$ cat src/rtl/tick_cmp_pkg.sv
package tick_cmp_pkg;
  typedef struct packed {
    logic loadCnt;
    logic incCnt;
    logic loadLim;
  } tickStrobe_t;
endpackage

$ cat src/rtl/tick_cmp_dp.sv
module tick_cmp_dp
  import tick_cmp_pkg::*;
#(
  parameter int VAL_W = 63
) (
  input  logic             clk,
  input  logic             rst_n,
  input  tickStrobe_t      strb,
  input  logic [VAL_W-1:0] cntWrVal,
  input  logic [VAL_W-1:0] limWrVal,
  input  logic             nptFlag,
  output logic             cntGeLim,
  output logic             limWrZero,
  output logic [VAL_W:0]   cntRdData
);
  logic [VAL_W-1:0] cntQ;
  logic [VAL_W-1:0] limQ;

  always_ff @(posedge clk) begin
    if (!rst_n) begin
      cntQ <= '0;
    end else if (strb.loadCnt) begin
      cntQ <= cntWrVal;
    end else if (strb.incCnt) begin
      cntQ <= cntQ + VAL_W'(1);
    end
  end

  always_ff @(posedge clk) begin
    if (!rst_n) begin
      limQ <= '0;
    end else if (strb.loadLim) begin
      limQ <= limWrVal;
    end
  end

  assign cntGeLim  = (cntQ >= limQ);
  assign limWrZero = (limWrVal == '0);
  assign cntRdData = {nptFlag, cntQ};
endmodule

$ cat src/rtl/tick_cmp_ctrl.sv
module tick_cmp_ctrl
  import tick_cmp_pkg::*;
(
  input  logic        clk,
  input  logic        rst_n,
  input  logic        tickEn,
  input  logic        cntWrEn,
  input  logic        cntWrFlag,
  input  logic        limWrEn,
  input  logic        limWrFlag,
  input  logic        limWrZero,
  input  logic        cntGeLim,
  output tickStrobe_t strb,
  output logic        nptFlag,
  output logic        matchPulse
);
  logic armedQ;
  logic disQ;
  logic nptQ;
  logic matchQ;
  logic matchNow;

  always_comb begin
    strb.loadCnt = cntWrEn;
    strb.incCnt  = tickEn && !cntWrEn;
    strb.loadLim = limWrEn;
  end

  // a write in the same cycle as a tick takes priority over the compare
  assign matchNow = armedQ && !disQ && tickEn && !cntWrEn && !limWrEn && cntGeLim;

  always_ff @(posedge clk) begin
    if (!rst_n) begin
      armedQ <= 1'b0;
      disQ   <= 1'b1;
      nptQ   <= 1'b1;
      matchQ <= 1'b0;
    end else begin
      matchQ <= matchNow;
      if (cntWrEn) nptQ <= cntWrFlag;
      if (limWrEn) begin
        disQ   <= limWrFlag;
        armedQ <= !limWrFlag && !limWrZero;
      end else if (matchNow) begin
        armedQ <= 1'b0;
      end
    end
  end

  assign nptFlag    = nptQ;
  assign matchPulse = matchQ;
endmodule

$ cat src/rtl/tick_compare_timer.sv
module tick_compare_timer
  import tick_cmp_pkg::*;
#(
  parameter int CNT_W    = 64,
  parameter int SOFT_SEL = 0
) (
  input  logic             clk,
  input  logic             rst_n,
  input  logic             tickEn,
  input  logic             cntWrEn,
  input  logic [CNT_W-1:0] cntWrData,
  input  logic             limWrEn,
  input  logic [CNT_W-1:0] limWrData,
  output logic [CNT_W-1:0] cntRdData,
  output logic             matchPulse,
  output logic [1:0]       softSet
);
  localparam int VAL_W = CNT_W - 1;

  tickStrobe_t strb;
  logic        nptFlag;
  logic        cntGeLim;
  logic        limWrZero;

  tick_cmp_ctrl ctrlI (
    .clk        (clk),
    .rst_n      (rst_n),
    .tickEn     (tickEn),
    .cntWrEn    (cntWrEn),
    .cntWrFlag  (cntWrData[VAL_W]),
    .limWrEn    (limWrEn),
    .limWrFlag  (limWrData[VAL_W]),
    .limWrZero  (limWrZero),
    .cntGeLim   (cntGeLim),
    .strb       (strb),
    .nptFlag    (nptFlag),
    .matchPulse (matchPulse)
  );

  tick_cmp_dp #(.VAL_W(VAL_W)) dpI (
    .clk       (clk),
    .rst_n     (rst_n),
    .strb      (strb),
    .cntWrVal  (cntWrData[VAL_W-1:0]),
    .limWrVal  (limWrData[VAL_W-1:0]),
    .nptFlag   (nptFlag),
    .cntGeLim  (cntGeLim),
    .limWrZero (limWrZero),
    .cntRdData (cntRdData)
  );

  generate
    if (SOFT_SEL == 1) begin : g_stick
      assign softSet = {matchPulse, 1'b0};
    end else begin : g_tick
      assign softSet = {1'b0, matchPulse};
    end
  endgenerate
endmodule

$ cat config.mk
export PLATFORM = sky130hd
export DESIGN_NAME = tick_compare_timer
export DESIGN_NICKNAME = d
export VERILOG_FILES = /design/src/rtl/tick_cmp_pkg.sv /design/src/rtl/tick_cmp_dp.sv /design/src/rtl/tick_cmp_ctrl.sv /design/src/rtl/tick_compare_timer.sv
export SDC_FILE = /design/constraint.sdc
export NUM_CORES = 1
export LEC_CHECK = 0
export BUFFER_PORTS_ARGS = -buffer_cell sky130_fd_sc_hd__buf_4
export CAP_MARGIN = 10
export CORE_ASPECT_RATIO = 0.75
export CORE_UTILIZATION = 40
export CTS_BUF_LIST = sky130_fd_sc_hd__clkbuf_4
export CTS_CLUSTER_DIAMETER = 120
export CTS_CLUSTER_SIZE = 8
export DETAILED_ROUTE_END_ITERATION = 10
export GPL_TIMING_DRIVEN = 0
export HOLD_SLACK_MARGIN = 0.15
export PLACE_DENSITY = 0.65
export SETUP_SLACK_MARGIN = 0.4
export SLEW_MARGIN = 20
export SYNTH_ARGS = -nofsm -noshare
export SYNTH_HDL_FRONTEND = slang
export SYNTH_SLANG_ARGS = --single-unit
$ cat constraint.sdc
create_clock -name clk -period 2.5 [get_ports clk]
set_input_delay 0 -clock clk [delete_from_list [all_inputs] [get_ports clk]]
set_output_delay 0 -clock clk [all_outputs]
set_load 0.01 [all_outputs]
==> metrics.cfg, run 1 <==
[sta]
finalMaxSlewViolations=0
worst_pin_slew_ns=0.8434
holdWs_ns=0.2227
clock_skew_ns=0.01990
fmax_mhz=465.9
finalSetupTns_ns=0
period_minus_slack_ns=2.146
rsz0062_at_grt=true
setup_viol=0
relSlewSlack_pct=43.77
period_share_pct=85.85
hold_viol_final=0

[place]
place.port_buffers=195
place_congestion=0.8381
hpwl_um=19120
place_inst=1346

[critical_path]
rr_worst_depth=8
path_class=flop to flop
path_buf_inv=1
critPathCaptureType=flop
cp-start-kind=flop
critPathTopFamily=simple AND/OR/NAND/NOR gates
cpMaxStageDelayCell=or4_1
cp.depth=8
required_ns=2.99
path_max_fanout=6
worstPathCellList=and4_4 > nand4_1 > buf_6 > nor2_1 > nand2_2 > or4_1 > nand3_1 > o211a_1
slowest_delay_ns=0.55
crit_arrival_ns=2.63

[layout]
final_cells=1598
nets=1536
drive_above_1_share_pct=28.28
n_antenna_cell=0
areaGrowthSynthToFinish_pct=59.89

[routing]
wl_um=28060
drtIter0Drc=534
viasPerCell=5.171
wl_per_cell_um=17.56
ant_nets=0
drc=0
dr.pass1.iters=7
vias=8263

[yosys]
synth_fa_ha_area_share_pct=10.31
synth_top_family_by_area=simple AND/OR/NAND/NOR gates
ys_seq_elements=130
synth_cell_types=47
synth.avg_cell_area_um2=8.588
synthCells=904
yosys.area_share.simple_pct=23.84
netlist_area_um2=7764
ys.flop_type=dfxtp_1
synth_edf_count=0
synth_nets=1101
synth_xor_xnor_area_share_pct=6.317
synth_seq_area_share_pct=33.52
synthArstFlopShare_pct=0
muxShareOfSynthArea_pct=8.509
yosysWarningCount=0
synth-compound-area-share_pct=11.60

[floorplan]
fp-row-count=43
core_area_um2=18720
dieArea_um2=19980
fp.dieW_um=162.9
ios=200
initial_core_util_pct=41.47
die_y_um=122.7

[min_path]
hold_depth=3
hold_class=input port to flop

[global_route]
grtUsageTotal_pct=27.92
grt_max_degree=17
gr-usage-met3_pct=5.745
gr-usage-met2_pct=43.94
grt-busiest-layer=met2
grt_overflow_total=0
grt_pass1_wl_um=42680
grt_pass1_vias=7973
antenna_found_initial=0
grtUsageMet1_pct=39.32

[pwr]
power_leakage_uw=0.005438
power.total_uw=5365
cellPowerDensity_nw_per_um2=432.2
vdd_drop_max_mv=0.2342

[clock_network]
path_clk_slew_ns=0.12
cts_tree=done
cts_max_level=4
cts_buffers=17
cts.sinks=130
clk_path_buf_depth=2
clock_latency_ns=0.55
clock-root-buffer=clkbuf_4

[job]
maxCapViolCount=0

[run_status]
status=finished, final reports clean

state kept, by name, summed over array words and instances (netlist names):
name	count
dpI.cntQ	63
dpI.limQ	63
ctrlI.armedQ	1
ctrlI.disQ	1
ctrlI.matchPulse	1
ctrlI.nptFlag	1
logic make-up (layout without fill, tap and decap cells):
kind of cell | after synthesis | in the layout
other cells | 1 | 1
compound gates | 149 | 149
fa+ha+maj | 64 | 64
buf+inv | 115 | 562
xor+xnor | 56 | 56
simple gates | 323 | 323
mux | 66 | 66
flops | 130 | 130
final cells by class:
type / instances / area, um2
well taps: 247 / 309.0
clock inverters: 12 / 165.2
repair buffers: 416 / 3601
fillers: 1539 / 6310
flip-flops and latches: 130 / 2708
multi-input cells: 659 / 5015
inverters: 74 / 277.8
plain buffers: 41 / 195.2
clock buffers: 19 / 142.6
per-layer routing:
layer  routed length [um]  up-vias
li1                     -     4021
met1                13200     3909
met5                    0        -
met2                12400      306
met3                 2095       27
met4                  367        0
placed cells by master (no fill, tap or decap), types with 18 or more instances in the layout:
cell           synthesis  routed
a21oi_1               51      51
and2_1                21      20
buf_4                  4     238
clkbuf_1              27      25
clkbuf_4               0      19
dfxtp_1              130      88
dfxtp_2                0      21
dfxtp_4                0      21
dlygate4sd3_1          0     175
ha_1                  64      57
inv_1                 73      69
mux2i_1               66      66
nand2_1               67      61
nand3_1               32      25
nand4_1               26      26
nor2_1                30      27
nor2b_1               68      67
o21ai_0               54      51
xnor2_1               38      38
xor2_1                18      18
power by group:
part	switching (uW)	internal [uW]	total, uW
clock	821	800	1620
combinational	613	768	1380
sequential	164	2200	2360
total	1600	3770	5360
cells in the mapped netlist, types with 20 or more instances:
| cell type | number | share of area, % |
|---|---|---|
| a21oi_1 | 51 | 3.3 |
| and2_1 | 21 | 1.7 |
| clkbuf_1 | 27 | 1.3 |
| dfxtp_1 | 130 | 34 |
| ha_1 | 64 | 10 |
| inv_1 | 73 | 3.5 |
| mux2i_1 | 66 | 8.5 |
| nand2_1 | 67 | 3.2 |
| nand3_1 | 32 | 2.1 |
| nand4_1 | 26 | 2.1 |
| nor2_1 | 30 | 1.5 |
| nor2b_1 | 68 | 5.5 |
| nor4_1 | 20 | 1.6 |
| o21ai_0 | 54 | 3.5 |
| xnor2_1 | 38 | 4.3 |
worst register-to-register path: cells and delay by family (launching register included):
| family | cells | cell delay, ns |
|---|---|---|
| flip-flops | 1 | 0.40 |
| AO/OA/AOI/OAI | 1 | 0.14 |
| buffers and inverters | 1 | 0.16 |
| AND/OR/NAND/NOR | 6 | 1.39 |
path summary, 6_finish.rpt:
kind                                     from      endpoint  slack [ns]
worst min register to register     ctrlI.disQ    ctrlI.disQ        0.50
worst min-delay path            cntWrData[16]  dpI.cntQ[16]        0.22
worst max-delay path             dpI.cntQ[37]  dpI.cntQ[60]        0.35
worst max register to register   dpI.cntQ[37]  dpI.cntQ[60]        0.35
through the flow:
step           cell area, um2  worst slack (ns)  utilization (%)
2_1_floorplan            7766            0.4033                -
3_3_place_gp             9539           -0.2797            50.95
3_5_place_dp             9539           -0.2645            50.95
4_1_cts                 12020            0.3705            64.17
5_1_grt                 12410            0.2436            66.30
6_report                12410            0.3538            66.30
repair_timing:
| item | 4_1_cts | 5_1_grt |
|---|---|---|
| endpoints found under the setup margin | 43 | 48 |
| gates resized for setup | 85 | 52 |
| hold buffers | 175 | 0 |
| pin swaps | 24 | 25 |
| gates cloned | 0 | 0 |
| setup buffers | 17 | 29 |
| hold endpoints to repair | 130 | 0 |
Power figures use the tool's default switching activity.
==> run 2, diff against run 1 <==
Settings changed: CELL_PAD_IN_SITES_DETAIL_PLACEMENT set to 2, CELL_PAD_IN_SITES_GLOBAL_PLACEMENT set to 2, CORE_UTILIZATION 40 to 32, PLACE_DENSITY 0.65 to 0.84.
==> run 2 against run 1 <==
Against the previous run:
- synthesized cell count unchanged
- the run now fails in global routing (5_1_grt)
- synthesized area unchanged
==> metrics.cfg, run 2 <==
[clock_network]
cts_max_level=4
clock-root-buffer=clkbuf_4
cts.sinks=130
cts_buffers=17
clk_path_buf_depth=2

[place]
place.port_buffers=195
dpl_cell_area_um2=9605
hpwl_um=24350
place_congestion=0.8406
pre_cts_slack_ns=-0.4740

[floorplan]
fp.dieW_um=181.9
fp-row-count=48
die_y_um=136.9
initial_core_util_pct=33.15
ios=200

[yosys]
synthArstFlopShare_pct=0
synth_top_area_cell=dfxtp_1
synth.most_common_cell=dfxtp_1
yosysTopAreaCellShare_pct=33.52
synth_cell_types=47
synth_xor_xnor_area_share_pct=6.317
synth_fa_ha_area_share_pct=10.31
muxShareOfSynthArea_pct=8.509
synth-compound-area-share_pct=11.60
netlist_area_um2=7764
yosysWarningCount=0
synth_nets=1101
synthCells=904
synth_seq_area_share_pct=33.52
synth_top_family_by_area=simple AND/OR/NAND/NOR gates
ys_seq_elements=130
synth.avg_cell_area_um2=8.588
synth_area_leaders=dfxtp_1, ha_1, mux2i_1, nor2b_1, xnor2_1
synth_edf_count=0
ys.flop_type=dfxtp_1
yosys.area_share.simple_pct=23.84
ys_top_cells_by_count=dfxtp_1, inv_1, nor2b_1

[run_status]
error=[ERROR GRT-0232] Routing congestion too high. Check the congestion heatmap in the GUI.
status=stopped before the end
lastStage=global routing (5_1_grt)

[sta]
endpoint_type=register input
grt_worst_setup_endpoint=ctrlI.armedQ$_SDFFE_PN0P_/D

[global_route]
grt_max_degree=17
grt_overflow_total=300
grtUsageTotal_pct=78.51
antenna_found_initial=7

==> run 2: cell counts after synthesis <==
No cell type changed its count.
==> run 2: cells by family after synthesis <==
| kind of cell | count (synthesis) |
|---|---|
| compound gates | 149 |
| fa+ha+maj | 64 |
| other cells | 1 |
| flops | 130 |
| buf+inv | 115 |
| simple gates | 323 |
| xor+xnor | 56 |
| mux | 66 |
==> run 2: repair_timing <==
action,CTS
buffers inserted,41
hold buffers,174
gates cloned,1
setup endpoints to repair,48
gates resized for setup,131
pin swaps,40
endpoints found under the hold margin,130
==> run 2: per-layer routing <==
layer	GRT overflow	track usage, %
met5	1	11.80
met1	0	76.66
met2	170	98.25
met4	127	85.48
met3	2	61.84
==> run 2: per-stage QoR <==
stage | utilization [%] | cells
2_1_floorplan | - | 904
3_3_place_gp | 41.01 | 1399
3_5_place_dp | 41.01 | 1399
4_1_cts | 53.16 | 1647
==> run 3, diff against run 2 <==
Settings changed: CELL_PAD_IN_SITES_DETAIL_PLACEMENT 2 to unset, CELL_PAD_IN_SITES_GLOBAL_PLACEMENT 2 to unset, CORE_ASPECT_RATIO 0.75 to unset, CORE_UTILIZATION 32 to 25, CTS_BUF_LIST sky130_fd_sc_hd__clkbuf_4 to unset, CTS_CLUSTER_DIAMETER 120 to unset, CTS_CLUSTER_SIZE 8 to unset, HOLD_SLACK_MARGIN 0.15 to unset, PLACE_DENSITY 0.84 to unset, PLACE_DENSITY_LB_ADDON set to 0.15, SETUP_SLACK_MARGIN 0.4 to unset.
==> run 3 against run 2 <==
Against the previous run:
- the flow now finishes, with violations (hold timing)
==> metrics.cfg, run 3 (same netlist as run 1, synthesis figures left out) <==
[routing]
ant_nets=0
viasPerCell=4.545
drtIter0Drc=337
wl_per_cell_um=17.11
wl_um=28720
dr.pass1.iters=5
drc=0
vias=7626

[global_route]
grt_pass1_vias=7566
antenna_found_initial=0
grt_overflow_total=0
grt_max_degree=17
grtUsageTotal_pct=18.33
grt_pass1_wl_um=43440

[sta]
period_share_pct=95.34
relSlewSlack_pct=27.82
hold_viol_final=1
layout_setup_ws_ns=0.1164
finalMaxSlewViolations=0
period_minus_slack_ns=2.384
clock_skew_ns=0.01406
setup_viol=0
fmax_mhz=419.5
holdWs_ns=-0.002788
worst_pin_slew_ns=1.069

[layout]
drive_above_1_share_pct=20.36
final_common_cell=buf_4
final_core_util_pct=39.01
n_antenna_cell=0
areaGrowthSynthToFinish_pct=53.71
nets=1467
reg_top3=dpI.cntQ: 63 flops, dpI.limQ: 63 flops
final_cell_mix=buf_4, dlygate4sd3_1, dfxtp_1, inv_1, nor2b_1
final_cells=1678

[clock_network]
path_clk_slew_ns=0.06
clk_path_buf_depth=2
cts.sinks=130
clock-root-buffer=clkbuf_16
cts_max_level=4
clock_latency_ns=0.43
cts_tree=done
cts_buffers=17

[critical_path]
cpMaxStageDelayCell=dfxtp_1
required_ns=2.81
path_buf_inv=1
cp-start-kind=flop
critPathTopFamily=simple AND/OR/NAND/NOR gates
path_class=flop to flop
worstPathCellList=and4_4 > nand4_4 > nor4_4 > buf_4 > nand3_2 > o21a_1 > o311a_1
crit_arrival_ns=2.70
path_max_fanout=7
critPathCaptureType=flop
slowest_delay_ns=0.49

[place]
place_inst=1495
pre_cts_slack_ns=-0.6469
hpwl_um=21960
place_congestion=0.7933
place.port_buffers=195

[pwr]
power_frac_clock_pct=42.3
vdd_drop_max_mv=0.4351
cellPowerDensity_nw_per_um2=526.9
power_leakage_uw=0.005137
swShare_pct=28.30
netSwitchingPower_uw=1779
p_int_uw=4509
p_seq_share_pct=37.7
power.total_uw=6289
combPwrFrac_pct=20.0

[run_status]
status=finished with violations
violations=hold timing

[floorplan]
ios=200
initial_core_util_pct=25.38
fp.dieW_um=178.2
die_y_um=178.2
fp-row-count=64
dieArea_um2=31760
core_area_um2=30590

[min_path]
hold_class=input port to flop

[job]
maxCapViolCount=0

-- run 3: path summary, 6_finish.rpt --
| path | startpoint | slack [ns] | endpoint | depth (start not counted) |
|---|---|---|---|---|
| worst max-delay path | dpI.cntQ[3] | 0.12 | dpI.cntQ[53] | 7 |
| worst min-delay path | rst_n | -0.003 | dpI.cntQ[49] | 3 |
| worst max register to register | dpI.cntQ[3] | 0.12 | dpI.cntQ[53] | 7 |
| worst min register to register | ctrlI.nptFlag | 0.48 | ctrlI.nptFlag | 2 |
-- run 3: final cells by class --
cell class,count,area [um2]
inverters,74,277.8
clock inverters,12,158.9
fillers,3176,18660
clock buffers,19,452.9
plain buffers,41,176.4
multi-input cells,659,4795
repair buffers,347,2973
well taps,396,495.5
flip-flops and latches,130,2605
-- run 3: repair_timing --
| action | in CTS | in global routing |
|---|---|---|
| endpoints found under the hold margin | 129 | 0 |
| gates resized for setup | 9 | 10 |
| hold buffers | 147 | 0 |
| pin swaps | 2 | 6 |
| buffers inserted | 1 | 4 |
| setup endpoints to repair | 5 | 22 |
-- run 3: per-layer routing --
metal / wire length (um) / up-vias / GRT usage [%]
met5: 0 / - / 0
met4: 190 / 0 / 4.131
met3: 1279 / 12 / 3.197
met2: 13480 / 179 / 30.64
met1: 13770 / 3561 / 24.42
li1: - / 3874 / -
-- run 3: tightest hold or removal path: stages --
cell      delay (ns)
clkbuf_1        0.19
o21ai_0         0.13
a21oi_1         0.05
-- run 3: power by group through the flow --
stage / clock (uW) / sequential (uW) / combinational, uW
detailed placement: 0 / 2410 / 1050
CTS: 2710 / 2370 / 1260
finish: 2660 / 2370 / 1260
global route: 2800 / 2390 / 1410
floorplan: 0 / 2390 / 543
global placement: 0 / 2410 / 1040
-- run 3: through the flow --
| stage | instance area (um2) | TNS, ns |
|---|---|---|
| floorplan | 7764 | 0 |
| global placement | 9723 | -1.762 |
| detailed placement | 9724 | -1.305 |
| CTS | 11870 | 0 |
| global route | 11930 | -0.004753 |
| finish | 11930 | 0 |
==> run 4, diff against run 3 <==
Settings changed: CORE_UTILIZATION 25 to 54.
==> run 4 against run 3 <==
Against the previous run:
- final cell count is 12% lower
- flip-flop and latch count stayed put
- critical path type unchanged
- first-iteration DRC count is 82% higher
- register-to-register slack worse by 0.02 ns
- die area is 53% lower
- highest routed layer unchanged
- the flow now finishes without violations
- clock skew is 0.0037 ns lower
- count of clock-buffer cells in the layout is 2 higher
==> metrics.cfg, run 4 (same netlist as run 1, synthesis figures left out) <==
[pwr]
power_frac_clock_pct=42.0
cellPowerDensity_nw_per_um2=538.1
netSwitchingPower_uw=1693
vdd_drop_max_mv=0.5097
p_seq_share_pct=37.7
power_leakage_uw=0.005181
swShare_pct=26.86
combPwrFrac_pct=20.3
power.total_uw=6304
p_int_uw=4610

[layout]
final_common_cell=buf_4
areaGrowthSynthToFinish_pct=50.88
nets=1474
final_cells=1472
drive_above_1_share_pct=19.78
reg_top3=dpI.cntQ: 63 flops, dpI.limQ: 63 flops
final_cell_mix=buf_4, dlygate4sd3_1, dfxtp_1, inv_1, nor2b_1

[sta]
clock_skew_ns=0.01038
relSlewSlack_pct=31.97
fmax_mhz=416.3
period_minus_slack_ns=2.402
setup_viol=0
finalMaxSlewViolations=0
rsz0062_at_grt=false
worst_pin_slew_ns=1.007
finalSetupTns_ns=0
hold_viol_final=0
period_share_pct=96.09

[clock_network]
path_clk_slew_ns=0.06
cts_max_level=4
clock-root-buffer=clkbuf_16
clock_latency_ns=0.42
clk_path_buf_depth=2
cts_buffers=17
cts_tree=done
cts.sinks=130

[routing]
ant_nets=0
drc=0
drtIter0Drc=612
wl_um=27470
viasPerCell=5.660
vias=8332
dr.pass1.iters=6
wl_per_cell_um=18.66

[global_route]
antenna_found_initial=0
grt_pass1_vias=8368
grtUsageTotal_pct=37.20
grt_max_degree=17
grt_pass1_wl_um=42110
grt_overflow_total=0

[critical_path]
crit_arrival_ns=2.72
cp-start-kind=flop
path_max_fanout=7
rr_worst_depth=8
path_class=flop to flop
critPathCaptureType=flop
required_ns=2.81

[floorplan]
core_area_um2=13930
fp.dieW_um=121.9
die_y_um=121.9
dieArea_um2=14860
fp-row-count=43
initial_core_util_pct=55.72
ios=200

[place]
hpwl_um=17050
place_congestion=0.8494
place.port_buffers=195
place_inst=1279

[min_path]
hold_depth=2
hold_class=input port to flop

[job]
maxCapViolCount=0

[run_status]
status=finished, final reports clean

[run 4: worst paths after layout]
kind                from          endpoint  slack, ns
min                rst_n      dpI.limQ[32]       0.02
max reg2reg  dpI.cntQ[1]  ctrlI.matchPulse        0.1
min reg2reg   ctrlI.disQ        ctrlI.disQ       0.49
max          dpI.cntQ[1]  ctrlI.matchPulse        0.1
[run 4: layer usage]
metal | vias up | wire length (um) | track usage [%]
met1 | 3963 | 11050 | 44.48
met2 | 375 | 13540 | 63.56
met3 | 92 | 1716 | 6.554
met4 | 0 | 1160 | 19.06
li1 | 3902 | - | -
met5 | - | 0 | 0
[run 4: layout make-up]
type	count	area, um2
Timing Repair Buffer	354	3040
Clock inverter	10	157.7
Antenna cell	3	7.507
Inverter	74	277.8
Multi-Input combinational cell	659	4762
Tap cell	180	225.2
Fill cell	788	2221
Buffer	41	176.4
Sequential cell	130	2606
Clock buffer	21	460.4
[run 4: critical path, cell delays in order (launching register included)]
cell and delay [ns]:
dfxtp_2 0.37, ha_1 0.34, nor2b_1 0.14, o21a_1 0.18, a311oi_2 0.27, o21ai_1 0.14, a2111oi_4 0.49, o21ai_0 0.16
o21a_1 0.21
[run 4: metrics by stage]
step	hold slack [ns]	cell area (um2)	setup slack, ns	util, %
after CTS	0.001677	11650	0.01643	83.61
after global placement	0.2228	9453	-0.4848	67.84
final	0.02468	11710	0.09780	84.06
after floorplan	0.1285	7764	0.3120	-
after detailed placement	0.2277	9453	-0.5172	67.84
after global routing	0.05464	11710	0.006373	84.01
[run 4: what timing repair did]
item	in CTS	in global routing
pin swaps	2	3
setup buffers	2	4
hold buffers	153	0
endpoints found under the hold margin	129	0
gates resized for setup	5	8
gates cloned	0	0
setup endpoints to repair	4	15
[run 4: power by group through the flow]
stage               Combinational [uW]  Sequential, uW  Clock, uW
floorplan                          543            2390          0
global placement                   976            2400          0
detailed placement                 996            2410          0
CTS                               1220            2370       2640
global route                      1390            2390       2740
finish                            1280            2380       2650
